<file path="src/rtl/pbus_pkg.sv">
package pbus_pkg;
    parameter int BUS_W   = 32;
    parameter int HALF_W  = BUS_W / 2;
    parameter int PADDR_W = 16;
    parameter int NPORT   = 3;
    parameter int PORT_W  = $clog2(NPORT);

    typedef enum logic [1:0] {
        PH_IDLE,
        PH_SETUP,
        PH_STROBE,
        PH_DONE
    } phase_e;

    typedef enum logic [1:0] {
        FR_NONE,
        FR_DUAL,
        FR_LEGACY
    } frame_e;

    typedef struct packed {
        phase_e               phase;
        logic [PORT_W-1:0]    port;
        logic                 write;
        frame_e               frame;
        logic                 wide;
        logic                 hi;
        logic [PADDR_W-1:0]   paddr;
        logic [BUS_W-1:0]     wdata;
        logic [BUS_W-1:0]     rdata;
    } seq_t;
endpackage

</file>
<file path="src/rtl/pbus_arbiter.sv">
module pbus_arbiter
    import pbus_pkg::*;
#(
    parameter int N   = NPORT,
    parameter int IDW = (N > 1) ? $clog2(N) : 1
) (
    input  logic [N-1:0]   req,
    output logic [IDW-1:0] gnt_idx,
    output logic           gnt_any
);
    // Lowest index has highest priority.
    always_comb begin
        gnt_idx = '0;
        for (int i = N - 1; i >= 0; i--) begin
            if (req[i]) begin
                gnt_idx = IDW'(i);
            end
        end
        gnt_any = |req;
    end
endmodule

</file>
<file path="src/rtl/pbus_decode.sv">
module pbus_decode
    import pbus_pkg::*;
#(
    parameter int              AW     = 32,
    parameter logic [AW-1:0]   DUAL_LO = 'h0800,
    parameter logic [AW-1:0]   DUAL_HI = 'h0FFF,
    parameter logic [AW-1:0]   LEG_LO  = 'h7000,
    parameter logic [AW-1:0]   LEG_HI  = 'h7FFF
) (
    input  logic [AW-1:0] addr,
    output frame_e        frame
);
    logic in_dual;
    logic in_leg;

    always_comb begin
        in_dual = (addr >= DUAL_LO) && (addr <= DUAL_HI);
        in_leg  = (addr >= LEG_LO) && (addr <= LEG_HI);
        if (in_dual) begin
            frame = FR_DUAL;
        end else if (in_leg) begin
            frame = FR_LEGACY;
        end else begin
            frame = FR_NONE;
        end
    end
endmodule

</file>
<file path="src/rtl/pbus_seq.sv">
module pbus_seq
    import pbus_pkg::*;
(
    input  logic                clk,
    input  logic                rst_n,
    input  logic                start,
    input  logic [PORT_W-1:0]   start_port,
    input  logic                start_write,
    input  frame_e              start_frame,
    input  logic                start_wide,
    input  logic [PADDR_W-1:0]  start_paddr,
    input  logic [BUS_W-1:0]    start_wdata,
    input  logic [BUS_W-1:0]    pb_rdata,
    output phase_e              phase,
    output logic [PORT_W-1:0]   cur_port,
    output logic [BUS_W-1:0]    rd_data,
    output logic [PADDR_W-1:0]  pb_addr,
    output logic [BUS_W-1:0]    pb_wdata,
    output logic                pb_rd,
    output logic                pb_wr,
    output logic                pb_wide,
    output logic                pb_sel_dual,
    output logic                pb_sel_legacy
);
    seq_t s_d, s_q;
    logic active;
    logic strobe;
    logic sel_any;

    always_comb begin
        s_d = s_q;
        unique case (s_q.phase)
            PH_IDLE: begin
                if (start) begin
                    s_d.port  = start_port;
                    s_d.write = start_write;
                    s_d.frame = start_frame;
                    s_d.wide  = start_wide;
                    s_d.hi    = 1'b0;
                    s_d.paddr = start_paddr;
                    s_d.wdata = start_wdata;
                    if (start_frame == FR_NONE) begin
                        s_d.phase = PH_DONE;
                        if (!start_write) begin
                            s_d.rdata = '0;
                        end
                    end else begin
                        s_d.phase = PH_SETUP;
                    end
                end
            end
            PH_SETUP: begin
                s_d.phase = PH_STROBE;
            end
            PH_STROBE: begin
                if (!s_q.write) begin
                    if (s_q.frame == FR_DUAL && s_q.wide) begin
                        s_d.rdata = pb_rdata;
                    end else if (s_q.hi) begin
                        s_d.rdata[BUS_W-1:HALF_W] = pb_rdata[HALF_W-1:0];
                    end else begin
                        s_d.rdata = {{HALF_W{1'b0}}, pb_rdata[HALF_W-1:0]};
                    end
                end
                if (s_q.frame == FR_LEGACY && s_q.wide && !s_q.hi) begin
                    s_d.hi    = 1'b1;
                    s_d.phase = PH_SETUP;
                end else begin
                    s_d.phase = PH_DONE;
                end
            end
            default: begin
                s_d.phase = PH_IDLE;
            end
        endcase
    end

    always_ff @(posedge clk) begin
        if (!rst_n) begin
            s_q <= '{phase: PH_IDLE, frame: FR_NONE, default: '0};
        end else begin
            s_q <= s_d;
        end
    end

    always_comb begin
        active        = (s_q.phase == PH_SETUP) || (s_q.phase == PH_STROBE);
        strobe        = (s_q.phase == PH_STROBE);
        pb_sel_dual   = active && (s_q.frame == FR_DUAL);
        pb_sel_legacy = active && (s_q.frame == FR_LEGACY);
        pb_rd         = strobe && !s_q.write;
        pb_wr         = strobe && s_q.write;
        pb_wide       = pb_sel_dual && s_q.wide;
        pb_addr       = active ? (s_q.paddr + PADDR_W'(s_q.hi)) : '0;
        if (active && s_q.write) begin
            if (pb_wide) begin
                pb_wdata = s_q.wdata;
            end else if (s_q.hi) begin
                pb_wdata = {{HALF_W{1'b0}}, s_q.wdata[BUS_W-1:HALF_W]};
            end else begin
                pb_wdata = {{HALF_W{1'b0}}, s_q.wdata[HALF_W-1:0]};
            end
        end else begin
            pb_wdata = '0;
        end
        sel_any  = pb_sel_dual || pb_sel_legacy;
        phase    = s_q.phase;
        cur_port = s_q.port;
        rd_data  = s_q.rdata;
    end

    AST_ONE_FRAME: assert property (@(posedge clk) disable iff (!rst_n)
        !(pb_sel_dual && pb_sel_legacy));

    AST_SETUP_BEFORE_STROBE: assert property (@(posedge clk) disable iff (!rst_n)
        (pb_rd || pb_wr) |-> ($past(sel_any) && !$past(pb_rd || pb_wr)));

    AST_ADDR_HELD: assert property (@(posedge clk) disable iff (!rst_n)
        (pb_rd || pb_wr) |-> $stable(pb_addr));

    AST_LEGACY_NARROW: assert property (@(posedge clk) disable iff (!rst_n)
        pb_sel_legacy |-> !pb_wide);

    AST_DONE_AFTER_STROBE_OR_MISS: assert property (@(posedge clk) disable iff (!rst_n)
        (phase == PH_DONE) |-> ($past(pb_rd || pb_wr) || !$past(sel_any)));
endmodule

</file>
<file path="src/rtl/pbus_bridge.sv">
module pbus_bridge
    import pbus_pkg::*;
#(
    parameter int                ADDR_W  = 32,
    parameter int                PROG_AW = 22,
    parameter logic [ADDR_W-1:0] DUAL_LO = 32'h0000_0800,
    parameter logic [ADDR_W-1:0] DUAL_HI = 32'h0000_0FFF,
    parameter logic [ADDR_W-1:0] LEG_LO  = 32'h0000_7000,
    parameter logic [ADDR_W-1:0] LEG_HI  = 32'h0000_7FFF
) (
    input  logic                 clk,
    input  logic                 rst_n,
    input  logic                 dwr_req,
    input  logic [ADDR_W-1:0]    dwr_addr,
    input  logic                 dwr_wide,
    input  logic [BUS_W-1:0]     dwr_wdata,
    output logic                 dwr_done,
    input  logic                 drd_req,
    input  logic [ADDR_W-1:0]    drd_addr,
    input  logic                 drd_wide,
    output logic                 drd_done,
    input  logic                 pgm_req,
    input  logic [PROG_AW-1:0]   pgm_addr,
    input  logic                 pgm_wide,
    output logic                 pgm_done,
    output logic [BUS_W-1:0]     rd_data,
    output logic [PADDR_W-1:0]   pb_addr,
    output logic [BUS_W-1:0]     pb_wdata,
    input  logic [BUS_W-1:0]     pb_rdata,
    output logic                 pb_rd,
    output logic                 pb_wr,
    output logic                 pb_wide,
    output logic                 pb_sel_dual,
    output logic                 pb_sel_legacy
);
    localparam int PORT_WR  = 0;
    localparam int PORT_DRD = 1;
    localparam int PORT_PGM = 2;

    logic [NPORT-1:0]  req_vec;
    logic [PORT_W-1:0] gnt_idx;
    logic              gnt_any;
    logic [ADDR_W-1:0] sel_addr;
    logic              sel_wide;
    frame_e            sel_frame;
    phase_e            phase;
    logic [PORT_W-1:0] cur_port;
    logic [NPORT-1:0]  done_vec;

    assign req_vec = {pgm_req, drd_req, dwr_req};

    pbus_arbiter #(.N(NPORT), .IDW(PORT_W)) i_arb (
        .req     (req_vec),
        .gnt_idx (gnt_idx),
        .gnt_any (gnt_any)
    );

    always_comb begin
        unique case (int'(gnt_idx))
            PORT_WR: begin
                sel_addr = dwr_addr;
                sel_wide = dwr_wide;
            end
            PORT_DRD: begin
                sel_addr = drd_addr;
                sel_wide = drd_wide;
            end
            default: begin
                sel_addr = {{(ADDR_W-PROG_AW){1'b0}}, pgm_addr};
                sel_wide = pgm_wide;
            end
        endcase
    end

    pbus_decode #(
        .AW      (ADDR_W),
        .DUAL_LO (DUAL_LO),
        .DUAL_HI (DUAL_HI),
        .LEG_LO  (LEG_LO),
        .LEG_HI  (LEG_HI)
    ) i_dec (
        .addr  (sel_addr),
        .frame (sel_frame)
    );

    pbus_seq i_seq (
        .clk           (clk),
        .rst_n         (rst_n),
        .start         (gnt_any),
        .start_port    (gnt_idx),
        .start_write   (int'(gnt_idx) == PORT_WR),
        .start_frame   (sel_frame),
        .start_wide    (sel_wide),
        .start_paddr   (sel_addr[PADDR_W-1:0]),
        .start_wdata   (dwr_wdata),
        .pb_rdata      (pb_rdata),
        .phase         (phase),
        .cur_port      (cur_port),
        .rd_data       (rd_data),
        .pb_addr       (pb_addr),
        .pb_wdata      (pb_wdata),
        .pb_rd         (pb_rd),
        .pb_wr         (pb_wr),
        .pb_wide       (pb_wide),
        .pb_sel_dual   (pb_sel_dual),
        .pb_sel_legacy (pb_sel_legacy)
    );

    for (genvar g = 0; g < NPORT; g++) begin : g_done
        assign done_vec[g] = (phase == PH_DONE) && (int'(cur_port) == g);
    end

    assign dwr_done = done_vec[PORT_WR];
    assign drd_done = done_vec[PORT_DRD];
    assign pgm_done = done_vec[PORT_PGM];

    AST_DONE_SINGLE: assert property (@(posedge clk) disable iff (!rst_n)
        $onehot0({pgm_done, drd_done, dwr_done}));

    AST_WRITE_FIRST: assert property (@(posedge clk) disable iff (!rst_n)
        (phase == PH_IDLE && dwr_req) |=> (int'(cur_port) == PORT_WR));

    AST_DREAD_BEFORE_PGM: assert property (@(posedge clk) disable iff (!rst_n)
        (phase == PH_IDLE && drd_req && !dwr_req) |=> (int'(cur_port) == PORT_DRD));
endmodule

</file>
<file path="config.mk">
export PLATFORM = sky130hd
export DESIGN_NAME = pbus_bridge
export DESIGN_NICKNAME = d
export VERILOG_FILES = /design/src/rtl/pbus_pkg.sv /design/src/rtl/pbus_arbiter.sv /design/src/rtl/pbus_decode.sv /design/src/rtl/pbus_seq.sv /design/src/rtl/pbus_bridge.sv
export SDC_FILE = /design/constraint.sdc
export NUM_CORES = 1
export LEC_CHECK = 0
export ABC_CLOCK_PERIOD_IN_PS = 4900
export BUFFER_PORTS_ARGS = -buffer_cell sky130_fd_sc_hd__clkbuf_2
export CAP_MARGIN = 10
export CELL_PAD_IN_SITES_DETAIL_PLACEMENT = 1
export CELL_PAD_IN_SITES_GLOBAL_PLACEMENT = 1
export CORE_ASPECT_RATIO = 0.75
export CORE_MARGIN = 4
export CORE_UTILIZATION = 36
export CTS_BUF_LIST = sky130_fd_sc_hd__clkbuf_8
export DETAILED_ROUTE_END_ITERATION = 12
export PLACE_DENSITY = 0.91
export SLEW_MARGIN = 20
export SYNTH_ARGS = -nofsm -noshare
export SYNTH_HDL_FRONTEND = slang
export SYNTH_SLANG_ARGS = --single-unit
</file>
<file path="constraint.sdc">
create_clock -name clk -period 4.9 [get_ports clk]
set_input_delay 0.735 -clock clk [delete_from_list [all_inputs] [get_ports clk]]
set_output_delay 0.735 -clock clk [all_outputs]
set_load 0.01 [all_outputs]
</file>
==> run metrics <==
Final Setup Violations=0; crit-path cells=inv_1 > ha_1 > nand2_1 > nor2_1 > buf_4 > and2_1 > clkbuf_2; Antenna Violating Nets Remaining=0; # diodes=0; Total GRT Usage=0.214; antenna violations before repair=0; drt first pass iters=4; post-CTS repair timing setup buffer count=0; Crit Path Max Fanout=20; DP Area=between 6000 and 7000 um2; vias post-DR=5341; f_max=290 MHz; DR vias/cell=between 5 and 6; cts repair resizes=0; Clock Tree Buf Depth=2; GRT Residual Overflow=0; Area contributors post-synth=dfxtp_1 34%, nand2_1 14%, a21boi_0 6.9%; DP Wirelength=14300 um; hold buffers post-CTS=0; H-tree depth=3; Critical Path AT=around 2700 ps; area of the multi-input gates=around 3000 um2; syn_area_per_cell=around 7.7 um2; status=finished, final reports clean; Max-slew headroom=0.434; Mapped Area=5240 um2; Req. time, crit path=around 4200 ps; # rows=37; maximum VDD drop=between 0.15 and 0.2 mV; Cells after Synth=a little under 700; Leak Pwr=between 3 and 4 nW; Finished Cell Area=approximately 6500 um2; Syn Nets=848; crit-path max cell delay=between 500 and 600 ps; Clock Tree Root=clkbuf_8; RSZ-0062 raised after global routing=false; Die H=between 100 and 150 um; number of enable flip-flop cells after synthesis=0; layout cells sized above 1=0.315; Wirelength per Cell=around 17 um; gpl congestion=between 0.8 and 0.9; post-synthesis sequential area ratio=0.340; vias in the first global route=about 5500; latest clock arrival within the worst-skew pair=between 300 and 400 ps; register area=between 1500 and 2000 um2; Worst Setup Start Kind=flip-flop; synth cell count leaders=198 x nand2_1, 89 x dfxtp_1, 48 x a21boi_0; clock input transition at the sequential cells of the worst setup and hold paths=about 90 ps; clk sink count=between 80 and 90; TritonCTS clock tree=built; Final min period=3450 ps; Max Cap Viol=0; Total Wirelength=roughly 18000 um; count of cell types in the netlist=48; CTS Buf Count=9; Layout Nets=just over 1000; drt drc=0; input/output buffers=~250; Final Cycle Share=0.704; first-pass GRT wire length=around 29000 um; Yosys Warn Count=0; power per cell area=roughly 380 nW/um2; area share of the largest cell type after synthesis=0.340; Setup TNS Final=0 ps; initial core utilization=0.375; Hold Path Class=flip-flop to flip-flop; pin count of the biggest net entering global routing=67; Fillers=around 1900; Async S/R FF share, synth=0; CP endpoint kind=output pin; Core Footprint=approximately 14000 um2; Slowest-stage cell, CP=ha_1; Yosys reg bits=89; fin. max-slew vios=0; final hold violations=0; io pins=246; leading area contributor after synthesis=dfxtp_1; most frequent cell after synthesis=nand2_1; Finished Core Util=0.464; prevailing post-synth register cell=dfxtp_1; Syn-to-layout area delta=24.0%; DR iter-0 viols=roughly 220; Clock Skew=around 11 ps; crit path kind=flip-flop to output pin; Die ar.=16600 um2; width of the chip=147 um; Worst-Margin Slew=between 800 and 900 ps
[worst max-delay path, delay by kind of cell (launching register included)]
kind	cells	cell delay (ps)
buffers and inverters	3	450
adders and majority gates	1	590
and+or+nand+nor	3	890
DFF	1	410
[per-stage QoR]
stage / hold slack [ps] / std cells / total power, mW / setup slack, ps
2_1_floorplan: 438 / 684 / 1.71 / 2410
3_3_place_gp: 445 / 1049 / 2.02 / 1500
3_5_place_dp: 455 / 1049 / 2.05 / 1350
4_1_cts: 468 / 1065 / 2.53 / 1330
5_1_grt: 495 / 1065 / 2.69 / 1100
6_report: 461 / 1065 / 2.50 / 1450
[final cells by class]
class                           count  area share
Tap cell                          195      0.0376
Clock buffer                       10      0.0212
Sequential cell                    89       0.274
Timing Repair Buffer              249       0.194
Clock inverter                      6     0.00655
Inverter                            9     0.00520
Multi-Input combinational cell    507       0.461
[cells by family (layout without fill, tap and decap cells)]
kind of cell             count (synthesis)  in the layout  share of synthesized area
AO/OA/AOI/OAI                          129            129                      0.179
XOR/XNOR                                14             14                     0.0234
adder cells (fa/ha/maj)                  6              6                     0.0143
buffers and inverters                   88            274                     0.0901
flip-flops                              89             89                      0.340
multiplexers                            35             35                     0.0671
AND/OR/NAND/NOR                        323            323                      0.286
[where the power goes]
group / internal [mW] / switching [mW] / leakage [nW]
Combinational: 0.381 / 0.662 / 2.23
Clock: 0.199 / 0.274 / 0.0887
Sequential: 0.862 / 0.118 / 0.727
Total: 1.44 / 1.05 / 3.04
[layer usage]
layer	global-route usage	part of all wire
met4	0.0608	0.021
met2	0.369	0.48
met5	0	0
met1	0.264	0.43
met3	0.0553	0.065
[sequential cells by signal, summed over array words and instances, names as in the netlist]
| name | count |
|---|---|
| i_seq.rd_data | 32 |
| i_seq.s_q | 53 |
| i_seq.phase | 2 |
| i_seq.cur_port | 2 |
[worst paths after layout]
check	start	to	slack, ps	cells after the start
worst max-delay path	i_seq.phase[1]	pb_wdata[18]	1450	7
worst min-delay path	i_seq.rd_data[21]	i_seq.rd_data[21]	460	2
worst max register to register	i_seq.phase[0]	i_seq.rd_data[11]	2070	6
worst min register to register	i_seq.rd_data[21]	i_seq.rd_data[21]	460	2
[cells in the final DEF, fill, tap and decap left out, drive strengths merged, types with 2 or more instances in the layout]
master    Yosys  routed
clkinvlp      0       2
and3          5       5
nand2       198     198
ha            6       6
a22oi        13      13
nor2b         8       8
a22o         16      16
clkinv        0       3
inv           9      10
xor2          2       2
a21boi       48      48
mux2i        34      34
clkbuf       40     254
nor4          8       8
o21ai        19      19
nand3b        2       2
nand4         3       3
xnor2        12      12
nand2b        2       2
and3b         4       4
and2         39      39
a21oi        22      22
nor3          3       3
nor3b         7       7
buf          39       5
and4          3       3
a221oi        4       4
dfxtp        89      89
nor2         15      15
nand3        22      22
Power figures use the tool's default switching activity.
